### src/rtl/bcd_scan_pkg.sv
package bcd_scan_pkg;
  localparam int unsigned DIGIT_W = 4;
  localparam int unsigned DIGIT_MAX = 9;
  typedef logic [DIGIT_W-1:0] bcd_t;
endpackage

### src/rtl/bcd_decade.sv
module bcd_decade
  import bcd_scan_pkg::*;
(
  input  logic clk_i,
  input  logic rst_ni,
  input  logic clr_i,
  input  logic inc_i,
  output bcd_t digit_o,
  output bcd_t digit_next_o,
  output logic wrap_o
);
  bcd_t digit_q, digit_d;

  assign wrap_o = inc_i && (digit_q == bcd_t'(DIGIT_MAX));

  always_comb begin
    digit_d = digit_q;
    if (clr_i)       digit_d = '0;
    else if (wrap_o) digit_d = '0;
    else if (inc_i)  digit_d = digit_q + bcd_t'(1);
  end

  always_ff @(posedge clk_i or negedge rst_ni) begin
    if (!rst_ni) digit_q <= '0;
    else         digit_q <= digit_d;
  end

  assign digit_o      = digit_q;
  assign digit_next_o = digit_d;
endmodule

### src/rtl/digit_hold.sv
module digit_hold
  import bcd_scan_pkg::*;
(
  input  logic clk_i,
  input  logic rst_ni,
  input  logic clr_i,
  input  logic hold_i,
  input  bcd_t live_i,
  input  bcd_t live_next_i,
  output bcd_t digit_o
);
  bcd_t store_q;

  // store tracks the next count while open, so closing never loses an edge
  always_ff @(posedge clk_i or negedge rst_ni) begin
    if (!rst_ni)      store_q <= '0;
    else if (clr_i)   store_q <= '0;
    else if (!hold_i) store_q <= live_next_i;
  end

  assign digit_o = hold_i ? store_q : live_i;
endmodule

### src/rtl/scan_mux.sv
module scan_mux
  import bcd_scan_pkg::*;
#(
  parameter int unsigned N_DIGITS = 3,
  localparam int unsigned IDX_W = (N_DIGITS > 1) ? $clog2(N_DIGITS) : 1
) (
  input  logic                clk_i,
  input  logic                rst_ni,
  input  logic                clr_i,
  input  logic                tick_i,
  input  bcd_t [N_DIGITS-1:0] digits_i,
  output bcd_t                bcd_o,
  output logic [N_DIGITS-1:0] sel_o
);
  localparam logic [IDX_W-1:0] LAST = IDX_W'(N_DIGITS - 1);

  logic [IDX_W-1:0] idx_q;

  always_ff @(posedge clk_i or negedge rst_ni) begin
    if (!rst_ni)             idx_q <= '0;
    else if (clr_i)          idx_q <= '0;
    else if (tick_i) begin
      if (idx_q == LAST)     idx_q <= '0;
      else                   idx_q <= idx_q + IDX_W'(1);
    end
  end

  for (genvar g = 0; g < N_DIGITS; g++) begin : g_sel
    assign sel_o[g] = (idx_q == IDX_W'(g));
  end

  assign bcd_o = digits_i[idx_q];
endmodule

### src/rtl/bcd_scan_counter.sv
module bcd_scan_counter
  import bcd_scan_pkg::*;
#(
  parameter int unsigned N_DIGITS = 3
) (
  input  logic                clk_i,
  input  logic                rst_ni,
  input  logic                cnt_clk_i,
  input  logic                cnt_dis_i,
  input  logic                hold_i,
  input  logic                clear_i,
  input  logic                scan_tick_i,
  output logic [DIGIT_W-1:0]  bcd_o,
  output logic [N_DIGITS-1:0] dig_sel_o,
  output logic                carry_o
);
  logic cnt_clk_q;
  logic advance;
  logic carry_q;

  logic [N_DIGITS:0]   inc;
  logic [N_DIGITS-1:0] wrap;
  bcd_t [N_DIGITS-1:0] live, live_next, shown;
  logic [N_DIGITS*DIGIT_W-1:0] cnt_flat;

  always_ff @(posedge clk_i or negedge rst_ni) begin
    if (!rst_ni) cnt_clk_q <= 1'b0;
    else         cnt_clk_q <= cnt_clk_i;
  end

  assign advance = cnt_clk_q && !cnt_clk_i && !cnt_dis_i;
  assign inc[0]  = advance;

  for (genvar g = 0; g < N_DIGITS; g++) begin : g_dec
    bcd_decade i_dec (
      .clk_i        (clk_i),
      .rst_ni       (rst_ni),
      .clr_i        (clear_i),
      .inc_i        (inc[g]),
      .digit_o      (live[g]),
      .digit_next_o (live_next[g]),
      .wrap_o       (wrap[g])
    );
    assign inc[g+1] = wrap[g];

    digit_hold i_hold (
      .clk_i       (clk_i),
      .rst_ni      (rst_ni),
      .clr_i       (clear_i),
      .hold_i      (hold_i),
      .live_i      (live[g]),
      .live_next_i (live_next[g]),
      .digit_o     (shown[g])
    );
    assign cnt_flat[g*DIGIT_W +: DIGIT_W] = live[g];
  end

  scan_mux #(.N_DIGITS(N_DIGITS)) i_scan (
    .clk_i    (clk_i),
    .rst_ni   (rst_ni),
    .clr_i    (clear_i),
    .tick_i   (scan_tick_i),
    .digits_i (shown),
    .bcd_o    (bcd_o),
    .sel_o    (dig_sel_o)
  );

  // carry lasts until the next accepted advance
  always_ff @(posedge clk_i or negedge rst_ni) begin
    if (!rst_ni)      carry_q <= 1'b0;
    else if (clear_i) carry_q <= 1'b0;
    else if (advance) carry_q <= inc[N_DIGITS];
  end

  assign carry_o = carry_q;
endmodule

### config.mk
export PLATFORM = sky130hd
export DESIGN_NAME = bcd_scan_counter
export DESIGN_NICKNAME = d
export VERILOG_FILES = /design/src/rtl/bcd_scan_pkg.sv /design/src/rtl/bcd_decade.sv /design/src/rtl/digit_hold.sv /design/src/rtl/scan_mux.sv /design/src/rtl/bcd_scan_counter.sv
export SDC_FILE = /design/constraint.sdc
export NUM_CORES = 1
export LEC_CHECK = 0
export BUFFER_PORTS_ARGS = -buffer_cell sky130_fd_sc_hd__buf_2
export CAP_MARGIN = 10
export CORE_ASPECT_RATIO = 1.5
export CORE_MARGIN = 5
export CORE_UTILIZATION = 50
export CTS_CLUSTER_DIAMETER = 60
export CTS_CLUSTER_SIZE = 40
export DETAILED_ROUTE_END_ITERATION = 10
export GPL_ROUTABILITY_DRIVEN = 0
export PLACE_DENSITY = 0.73
export SLEW_MARGIN = 0
export SYNTH_ARGS = -nofsm -noshare
export SYNTH_HDL_FRONTEND = slang
export SYNTH_HIERARCHICAL = 1
export SYNTH_SLANG_ARGS = --single-unit
### constraint.sdc
create_clock -name clk_i -period 1.95 [get_ports clk_i]
set_input_delay 0.0975 -clock clk_i [delete_from_list [all_inputs] [get_ports clk_i]]
set_output_delay 0.0975 -clock clk_i [all_outputs]
set_load 0.05 [all_outputs]
## Word level (Yosys, flattened, before mapping)

Cells that the tools add are included.

| word-level totals | value |
|---|---|
| output and inout port bits | 8 |
| word-level logic and storage cells | 55 |
| input bits | 7 |
| flip-flop bits (word level) | 28 |

| operators by class | value |
|---|---|
| equal/unequal tests | 6 |
| add/subtract/negate cells | 4 |
| $lt $le $gt $ge | 1 |
| mux-type cells | 25 |
| reductions and logical operators | 10 |

Operators by type and width:

| operator | number |
|---|---|
| 2-to-1 mux 4 bit | 19 |
| adder 4 x 1 -> 4 bit (second input constant) | 3 |
| equality test 4 bit (second input constant) | 3 |
| binary-select mux 4 bit (select 2 bit) | 1 |
| 2-to-1 mux 2 bit | 3 |
| logical AND 1 bit | 5 |
| nonzero test 2 bit | 2 |
| < comparator 2 x 3 -> 1 bit (second input constant) | 1 |
| adder 2 x 1 -> 2 bit (second input constant) | 1 |
| equality test 2 x 1 -> 1 bit (second input constant) | 1 |
| equality test 2 bit (second input constant) | 1 |
| zero test 1 bit | 2 |
| zero test 2 bit | 1 |
| 2-to-1 mux 1 bit | 2 |
| != test 2 x 1 -> 1 bit (second input constant) | 1 |

## Depth between registers and ports, before layout

Gate-level depths: netlist (run 1).

| depth | value |
|---|---|
| depth in word-level cells | 10 |
| mapped depth | 9 |

## Hierarchy

Netlist (run 1), hierarchy kept.

By module, submodules not included:

| module | instances | cells each | sequential area each (um2) | area each (um2) |
|---|---|---|---|---|
| bcd_decade | 3 | 19 | 100.1 | 219.0 |
| digit_hold | 3 | 25 | 100.1 | 209.0 |
| scan_mux | 1 | 21 | 50.0 | 210.2 |
| bcd_scan_counter | 1 | 6 | 50.0 | 91.3 |

## Worst setup path after synthesis (run 1)

Ideal clock, no wire load.

| timing path | value |
|---|---|
| kind | flip-flop to output port |
| from | register i_scan.idx_q[1] |
| to | output bcd_o[0] |
| path buffers | 1 |
| slack | 0.002 ns |
| arrival | 1.850 ns |
| stages on the path, launching flop included | 4 |
| cell sequence | dfrtp_1 > buf_6 > nor2b_1 > o2bb2ai_1 |

| on the way | value |
|---|---|
| cells in the longest elaborated chain, start to end | 2 |

Ends and longest elaborated chain:

| what | line | source |
|---|---|---|
| start: declaration | scan_mux.sv:17 | `logic [IDX_W-1:0] idx_q;` |
| start signal: assignment | scan_mux.sv:24 | `else idx_q <= idx_q + IDX_W'(1);` |
| binary-select mux 4 bit (select 2 bit) | scan_mux.sv:32 | `assign bcd_o = digits_i[idx_q];` |
| 2-to-1 mux 4 bit (implied by the code) | scan_mux.sv:32 |  |
| end: declaration | bcd_scan_counter.sv:13 | `output logic [DIGIT_W-1:0] bcd_o,` |

No other way between the ends. The select of a mux whose other input is x is not followed.

==> impl_metrics.prom, run 1 <==
# TYPE chip_impl_metric gauge
chip_impl_info{name="status",value="finished, final reports clean"} 1
chip_impl_metric{name="first_global_vias",unit=""} 1198
chip_impl_metric{name="netSwitchingFraction",unit="%"} 24.6
chip_impl_metric{name="synth.ff_latch_count",unit=""} 28
chip_impl_info{name="dominantRegCellSynth",value="dfrtp_1"} 1
chip_impl_metric{name="fp.dieArea",unit="um^2"} 4420
chip_impl_metric{name="insertedDiodeCount",unit=""} 0
chip_impl_metric{name="period_share",unit="%"} 97.3
chip_impl_info{name="top_usage_layer",value="met2"} 1
chip_impl_metric{name="detail_route.vias_per_cell",unit=""} 5.16
chip_impl_metric{name="fp.dieW",unit="um"} 56.0
chip_impl_metric{name="area_growth_synth_to_finish",unit="%"} 9.79
chip_impl_metric{name="cts_num_sinks",unit=""} 28
chip_impl_metric{name="grt_max_degree",unit=""} 37
chip_impl_metric{name="cp_data_arrival_time",unit="ns"} 2.09
chip_impl_metric{name="initialDrtViolationCount",unit=""} 32
chip_impl_metric{name="cellInternalPower",unit="mW"} 0.761
chip_impl_metric{name="ys_warn_count",unit=""} 6
chip_impl_metric{name="clkSlewWorstSetupHoldPaths",unit="ns"} 0.09
chip_impl_metric{name="clockPowerShare",unit="%"} 30.4
chip_impl_info{name="tritoncts",value="done"} 1
chip_impl_metric{name="placed_cells_incl_taps",unit=""} 211
chip_impl_info{name="timing.hold.worst.class",value="primary input to register"} 1
chip_impl_metric{name="core_region_area",unit="um^2"} 3100
chip_impl_metric{name="use_met2",unit="%"} 26.3
chip_impl_metric{name="maximum_resistive_drop_on_vdd",unit="mV"} 0.369
chip_impl_metric{name="synth_top_area_share",unit="%"} 44.2
chip_impl_info{name="yosysMostFrequentCell",value="dfrtp_1"} 1
chip_impl_metric{name="final-hold-violation-count",unit=""} 0
chip_impl_metric{name="power_density",unit="nW/um^2"} 580
chip_impl_metric{name="postSynthAreaPerCell",unit="um^2"} 9.97
chip_impl_metric{name="worst_case_clock_skew",unit="ns"} 0.00571
chip_impl_metric{name="first_pass_iters",unit=""} 4
chip_impl_metric{name="wire_length_of_the_first_global_routing_pass",unit="mm"} 5.31
chip_impl_metric{name="final.setup.tns",unit="ns"} 0
chip_impl_metric{name="setup_violations",unit=""} 0
chip_impl_metric{name="synth_enable_flop_cells",unit=""} 0
chip_impl_metric{name="later_pin_clock_latency_in_the_skew_report",unit="ns"} 0.27
chip_impl_metric{name="route.detailed.drc",unit=""} 0
chip_impl_metric{name="grtUsageMet1",unit="%"} 18.0
chip_impl_metric{name="combinational_share_of_power",unit="%"} 10.7
chip_impl_metric{name="fraction_of_registers_with_async_set_or_reset_after_synthesis",unit="%"} 100
chip_impl_info{name="worstSetupStartpointType",value="register"} 1
chip_impl_info{name="setup_repair_after_global_routing_missed_its_margin",value="true"} 1
chip_impl_metric{name="switchingPower",unit="mW"} 0.248
chip_impl_metric{name="initial_utilization",unit="%"} 51.2
chip_impl_metric{name="slew-limit-headroom",unit="%"} 58.5
chip_impl_info{name="critPathKind",value="register to register"} 1
chip_impl_metric{name="placement_rows",unit=""} 25
chip_impl_metric{name="drive_above_1_share",unit="%"} 23.3
chip_impl_metric{name="min_period",unit="ns"} 1.90
chip_impl_metric{name="mappedNetlistNets",unit=""} 172
chip_impl_metric{name="final_max_slew_viol_count",unit=""} 0
chip_impl_metric{name="place.port_buffers",unit=""} 14
chip_impl_metric{name="cts_buffer_depth",unit=""} 2
chip_impl_metric{name="grt_use_met3",unit="%"} 2.76
chip_impl_metric{name="cts_htree_levels",unit=""} 1
chip_impl_metric{name="antenna_left",unit=""} 0
chip_impl_metric{name="synth_sequential_area_ratio",unit="%"} 44.2
chip_impl_info{name="cts_root_buffer",value="clkbuf_8"} 1
chip_impl_metric{name="cts_inserted_buffers",unit=""} 3
chip_impl_metric{name="via_count",unit=""} 1114
chip_impl_metric{name="total_power",unit="mW"} 1.01
chip_impl_metric{name="chipHeight",unit="um"} 79.0
chip_impl_metric{name="fillCellCount",unit=""} 293
chip_impl_metric{name="placed_area",unit="um^2"} 1670
chip_impl_info{name="ys_top_cells_by_count",value="dfrtp_1 (28), inv_1 (15), nand2_1 (15)"} 1
chip_impl_metric{name="overflow",unit=""} 0
chip_impl_metric{name="fin_area",unit="um^2"} 1740
chip_impl_metric{name="total_track_usage",unit="%"} 15.1
chip_impl_metric{name="max_clk_rate",unit="GHz"} 0.527
chip_impl_metric{name="syn_area",unit="um^2"} 1590
chip_impl_metric{name="synth_cell_type_count",unit=""} 26
chip_impl_metric{name="maxCapViolCount",unit=""} 0
chip_impl_info{name="cp-end-kind",value="register"} 1
chip_impl_metric{name="layout.nets",unit=""} 191
chip_impl_metric{name="crit_required",unit="ns"} 2.15
chip_impl_metric{name="syn-instance-count",unit=""} 159
chip_impl_metric{name="worst_pin_slew",unit="ns"} 0.622
chip_impl_info{name="synth_top_cell_by_area",value="dfrtp_1"} 1
chip_impl_metric{name="top_level_ports",unit=""} 15
chip_impl_metric{name="power.leakage",unit="nW"} 0.729
chip_impl_metric{name="fin_cells",unit=""} 216
chip_impl_info{name="synth_top_cells_by_area",value="dfrtp_1 (44%), ha_1 (4.7%), nand2b_1 (4.7%)"} 1
chip_impl_metric{name="initial_antenna_violation_count",unit=""} 0
chip_impl_metric{name="power.share.sequential",unit="%"} 58.9
chip_impl_metric{name="detailed_place_hpwl",unit="mm"} 2.19
chip_impl_metric{name="crit_path_max_fanout",unit=""} 6
chip_impl_metric{name="drt-wirelength-per-cell",unit="um"} 14.1
chip_impl_metric{name="wirelength",unit="mm"} 3.05
==> final cells by class <==
class	instances	area (um^2)	area share [%]
multi-input cells	111	779	44.8
flip-flops and latches	28	701	40.3
repair buffers	19	113	6.47
inverters	15	56.3	3.24
well taps	40	50.0	2.88
clock buffers	3	41.3	2.37
==> power by group through the flow <==
stage / Clock (mW) / Combinational (mW) / Sequential (mW)
floorplan: 0 / 0.0764 / 0.601
global placement: 0 / 0.102 / 0.605
detailed placement: 0 / 0.104 / 0.606
CTS: 0.314 / 0.108 / 0.594
global route: 0.339 / 0.117 / 0.596
finish: 0.307 / 0.108 / 0.594
==> path summary, 6_finish.rpt <==
kind                                               to                        from  slack, ns  depth (start not counted)
hold reg to reg            g_dec[0].i_hold/store_q[2]  g_dec[0].i_hold/store_q[2]       0.52                          2
hold / removal                        i_scan/idx_q[1]                 scan_tick_i       0.12                          3
min in group asynchronous             i_scan/idx_q[0]                      rst_ni       0.38                          2
max in group asynchronous                   cnt_clk_q                      rst_ni       1.16                          2
setup reg to reg           g_dec[2].i_hold/store_q[2]   g_dec[0].i_dec/digit_o[1]       0.05                          9
setup / recovery           g_dec[2].i_hold/store_q[2]   g_dec[0].i_dec/digit_o[1]       0.05                          9
==> stage by stage <==
stage	setup WS, ns	hold slack, ns	utilization (%)
5_1_grt	-0.0352	0.120	56.2
3_3_place_gp	0.107	0.148	54.0
4_1_cts	0.0361	0.115	56.0
6_report	0.0534	0.119	56.2
2_1_floorplan	0.00227	-0.198	-
3_5_place_dp	0.00339	0.147	54.0
==> layout by cell type, fill, tap and decap left out <==
| cell type | instances |
|---|---|
| nor2_2 | 3 |
| and4b_4 | 3 |
| and2b_2 | 1 |
| xor2_1 | 3 |
| dfrtp_1 | 28 |
| nand3b_1 | 1 |
| nand2b_1 | 12 |
| nand4_1 | 3 |
| ha_1 | 6 |
| o21ai_0 | 12 |
| inv_1 | 15 |
| or2_4 | 3 |
| a21oi_1 | 13 |
| dlygate4sd3_1 | 2 |
| nor3b_4 | 1 |
| mux2i_1 | 5 |
| buf_4 | 3 |
| or3b_1 | 1 |
| or2b_1 | 1 |
| mux2_2 | 3 |
| nand2_1 | 15 |
| clkbuf_8 | 3 |
| nor2b_2 | 3 |
| o2bb2ai_1 | 4 |
| a21oi_2 | 1 |
| buf_2 | 14 |
| xnor2_1 | 6 |
| nor2b_1 | 1 |
| nor2_1 | 7 |
| nand2b_2 | 3 |
==> critical path, stage by stage (launching register included) <==
cell and delay [ns]:
dfrtp_1 0.39, inv_1 0.07, ha_1 0.17, and4b_4 0.19, and4b_4 0.21, and4b_4 0.19
or2_4 0.26, nor2b_2 0.13, nand2b_1 0.06, a21oi_1 0.15
==> sequential cells by signal, indices dropped and copies added (netlist names) <==
signal                cells
i_scan/idx_q              2
cnt_clk_q                 1
g_dec.i_dec/digit_o      12
g_dec.i_hold/store_q     12
carry_o                   1
==> what timing repair did <==
| item | 4_1_cts | 5_1_grt |
|---|---|---|
| gates resized for setup | 1 | 2 |
| hold endpoints to repair | 29 | 0 |
| setup buffers | 0 | 0 |
| endpoints found under the setup margin | 1 | 4 |
| pin swaps | 0 | 1 |
| hold buffers | 2 | 0 |
==> logic make-up after synthesis <==
logic type	count (synthesis)	share of synthesized area [%]
buf+inv	20	7.10
compound gates	30	10.7
simple gates	58	23.0
flops	28	44.2
mux	8	5.29
fa+ha+maj	6	4.74
xor+xnor	9	4.97
==> routing by layer <==
metal / vias to the layer above / routed length (um) / part of all wire (%)
met2: 17 / 1530 / 50
met4: 0 / 34 / 1.1
met5: - / 0 / 0
met3: 4 / 91 / 3.0
met1: 536 / 1390 / 46
li1: 557 / - / -
Note: power is estimated with default switching activity, not from simulation.
==> inputs of run 2 (changes only) <==
CORE_ASPECT_RATIO = 0.7   (was 1.5)
CTS_CLUSTER_SIZE = 20   (was 40)
==> run 2 against run 1 <==
Count of clock-buffer cells in the layout unchanged. First-iteration DRC count up 91%. Sequential share of layout area decreased by 0.74 points. Critical path depth is 1 lower. Hold slack lost 0.010 ns. Routed wire length increased by 4.2%. Clock power hardly changed. Fmax hardly changed. Critical endpoint unchanged.
==> impl_metrics.prom, run 2 (synthesized netlist as in run 1, its figures left out) <==
# TYPE chip_impl_metric gauge
chip_impl_metric{name="final-hold-violation-count",unit=""} 0
chip_impl_metric{name="insertedDiodeCount",unit=""} 0
chip_impl_info{name="setup_repair_after_global_routing_missed_its_margin",value="true"} 1
chip_impl_info{name="tritoncts",value="done"} 1
chip_impl_metric{name="critical_path.n_buffers_inverters",unit=""} 0
chip_impl_info{name="worstSetupStartpointType",value="register"} 1
chip_impl_metric{name="cts_num_sinks",unit=""} 28
chip_impl_info{name="cts_root_buffer",value="clkbuf_8"} 1
chip_impl_metric{name="combinational_share_of_power",unit="%"} 11.6
chip_impl_metric{name="cts_buffer_depth",unit=""} 2
chip_impl_metric{name="top_level_ports",unit=""} 15
chip_impl_metric{name="detail_route.vias_per_cell",unit=""} 5.27
chip_impl_metric{name="initialDrtViolationCount",unit=""} 61
chip_impl_metric{name="slew-limit-headroom",unit="%"} 57.8
chip_impl_metric{name="layout.nets",unit=""} 195
chip_impl_metric{name="route.detailed.drc",unit=""} 0
chip_impl_metric{name="min_period",unit="ns"} 1.90
chip_impl_metric{name="worst_case_reg_to_reg_path_depth",unit=""} 8
chip_impl_metric{name="hold_path_depth",unit=""} 3
chip_impl_metric{name="power_density",unit="nW/um^2"} 573
chip_impl_metric{name="drt-wirelength-per-cell",unit="um"} 14.6
chip_impl_metric{name="grt_max_degree",unit=""} 37
chip_impl_metric{name="detailed_place_hpwl",unit="mm"} 2.29
chip_impl_metric{name="clockPowerShare",unit="%"} 30.2
chip_impl_metric{name="antenna_left",unit=""} 0
chip_impl_metric{name="final_max_slew_viol_count",unit=""} 0
chip_impl_metric{name="setup_violations",unit=""} 0
chip_impl_metric{name="total_power",unit="mW"} 1.02
chip_impl_metric{name="path_depth",unit=""} 8
chip_impl_metric{name="power.share.sequential",unit="%"} 58.2
chip_impl_metric{name="wire_length_of_the_first_global_routing_pass",unit="mm"} 5.53
chip_impl_metric{name="fillCellCount",unit=""} 293
chip_impl_metric{name="cts_inserted_buffers",unit=""} 3
chip_impl_info{name="slowest_stage_cell_crit_path",value="dfrtp_1"} 1
chip_impl_metric{name="first_pass_iters",unit=""} 6
chip_impl_metric{name="overflow",unit=""} 0
chip_impl_info{name="critPathMostFrequentCell",value="and4b_4"} 1
chip_impl_info{name="setup.worst_path.start",value="g_dec[0].i_dec/digit_o[0]"} 1
chip_impl_info{name="holdCritStartpoint",value="scan_tick_i"} 1
chip_impl_metric{name="finalCoreUtilization",unit="%"} 57.1
chip_impl_metric{name="worst_pin_slew",unit="ns"} 0.634
chip_impl_metric{name="worst_case_clock_skew",unit="ns"} 0.00904
chip_impl_info{name="critPathKind",value="register to register"} 1
chip_impl_info{name="status",value="finished, final reports clean"} 1
chip_impl_info{name="cp-end-kind",value="register"} 1
chip_impl_metric{name="crit_required",unit="ns"} 2.15
chip_impl_metric{name="cellInternalPower",unit="mW"} 0.765
chip_impl_info{name="worstPathCellList",value="ha_1 -> and4b_4 -> and4b_4 -> and4b_4 -> or2_4 -> nor2b_2 -> nand2b_1 -> a21oi_1"} 1
chip_impl_metric{name="fp.dieArea",unit="um^2"} 4410
chip_impl_info{name="r2r-start",value="g_dec[0].i_dec/digit_o[0]"} 1
chip_impl_info{name="most-common-layout-cells",value="dfrtp_1 (28), nand2_1 (15), inv_1 (15)"} 1
chip_impl_metric{name="netSwitchingFraction",unit="%"} 24.7
chip_impl_metric{name="first_global_vias",unit=""} 1158
chip_impl_metric{name="max_clk_rate",unit="GHz"} 0.528
chip_impl_metric{name="core_region_area",unit="um^2"} 3110
chip_impl_metric{name="area_growth_synth_to_finish",unit="%"} 11.8
chip_impl_metric{name="chipHeight",unit="um"} 57.1
chip_impl_metric{name="initial_utilization",unit="%"} 51.0
chip_impl_info{name="worst_path_top_cell_family_by_delay",value="simple AND/OR/NAND/NOR gates"} 1
chip_impl_metric{name="maxCapViolCount",unit=""} 0
chip_impl_info{name="cp-endpoint",value="g_dec[2].i_hold/store_q[2]"} 1
chip_impl_metric{name="largest_stage_delay_on_the_critical_path",unit="ns"} 0.41
chip_impl_metric{name="maximum_resistive_drop_on_vdd",unit="mV"} 0.303
chip_impl_info{name="rr_endpoint",value="g_dec[2].i_hold/store_q[2]"} 1
chip_impl_metric{name="initial_antenna_violation_count",unit=""} 0
chip_impl_metric{name="place.port_buffers",unit=""} 14
chip_impl_metric{name="wirelength",unit="mm"} 3.18
chip_impl_metric{name="r2r_setup_slack",unit="ns"} 0.05
chip_impl_metric{name="fp.dieW",unit="um"} 77.3
chip_impl_metric{name="drive_above_1_share",unit="%"} 25.0
chip_impl_metric{name="power.leakage",unit="nW"} 0.751
chip_impl_metric{name="via_count",unit=""} 1149
chip_impl_metric{name="placement_rows",unit=""} 17
chip_impl_metric{name="period_share",unit="%"} 97.2
chip_impl_metric{name="clkSlewWorstSetupHoldPaths",unit="ns"} 0.09
chip_impl_metric{name="cts_htree_levels",unit=""} 1
chip_impl_metric{name="later_pin_clock_latency_in_the_skew_report",unit="ns"} 0.27
chip_impl_metric{name="crit_path_max_fanout",unit=""} 6
chip_impl_metric{name="cp_data_arrival_time",unit="ns"} 2.10
chip_impl_info{name="layout_commonest_cell",value="dfrtp_1"} 1
chip_impl_metric{name="switchingPower",unit="mW"} 0.251
chip_impl_metric{name="total_track_usage",unit="%"} 15.5
chip_impl_info{name="timing.hold.worst.class",value="primary input to register"} 1
## run 2: cell types whose count changed in the layout (fill, tap and decap cells not counted)
cell / previous run / this run
nor2_2: 3 / 2
buf_4: 3 / 7
nor2_4: 0 / 1
## run 2: layout make-up
type | instances | area, um^2 | area share [%]
multi-input combinational | 111 | 785 | 44.2
sequential | 28 | 701 | 39.5
timing repair buffer | 23 | 143 | 8.05
inverter | 15 | 56.3 | 3.18
tap | 38 | 47.5 | 2.68
clock buffer | 3 | 41.3 | 2.33
## run 2: power by group through the flow
stage	clock network [mW]	registers (mW)	logic, mW
after global routing	0.349	0.593	0.128
after floorplan	0	0.601	0.0764
after detailed placement	0	0.603	0.112
after global placement	0	0.602	0.110
final	0.307	0.591	0.117
after CTS	0.323	0.591	0.116
## run 2: per-layer routing
layer  up-vias  track usage [%]  routed length (um)
met5         -                0                   0
met4         0             2.70                  13
met3         4             4.57                 127
met2        28             24.9                1480
met1       548             21.0                1550
li1        569                -                   -
## run 2: worst min-delay path, cell delays in order
cell,delay [ns]
buf_2,0.12
nand3b_1,0.08
a21oi_1,0.06
## run 2: how the worst min path moves through the flow
stage,endpoint,slack (ns)
2_1_floorplan,carry_o,-0.20
5_1_grt,i_scan/idx_q[0],0.13
3_5_place_dp,g_dec[1].i_dec/digit_o[0],0.16
3_3_place_gp,g_dec[1].i_hold/store_q[1],0.15
4_1_cts,i_scan/idx_q[1],0.11
6_report,i_scan/idx_q[1],0.11
## run 2: what timing repair did
| action | 4_1_cts | 5_1_grt |
|---|---|---|
| endpoints found under the setup margin | 2 | 3 |
| endpoints found under the hold margin | 29 | 0 |
| gates resized for setup | 0 | 4 |
| setup buffers | 1 | 1 |
| hold buffers | 2 | 0 |
## run 2: metrics by stage
stage / instances / setup TNS, ns / hold WS (ns) / area (um^2) / setup slack, ns
after global routing: 218 / -0.0790 / 0.129 / 1770 / -0.0398
after global placement: 211 / 0 / 0.149 / 1680 / 0.119
final: 218 / 0 / 0.109 / 1770 / 0.0546
after CTS: 217 / 0 / 0.107 / 1750 / 0.0423
after floorplan: 159 / 0 / -0.198 / 1590 / 0.00227
after detailed placement: 211 / 0 / 0.159 / 1680 / 0.0123
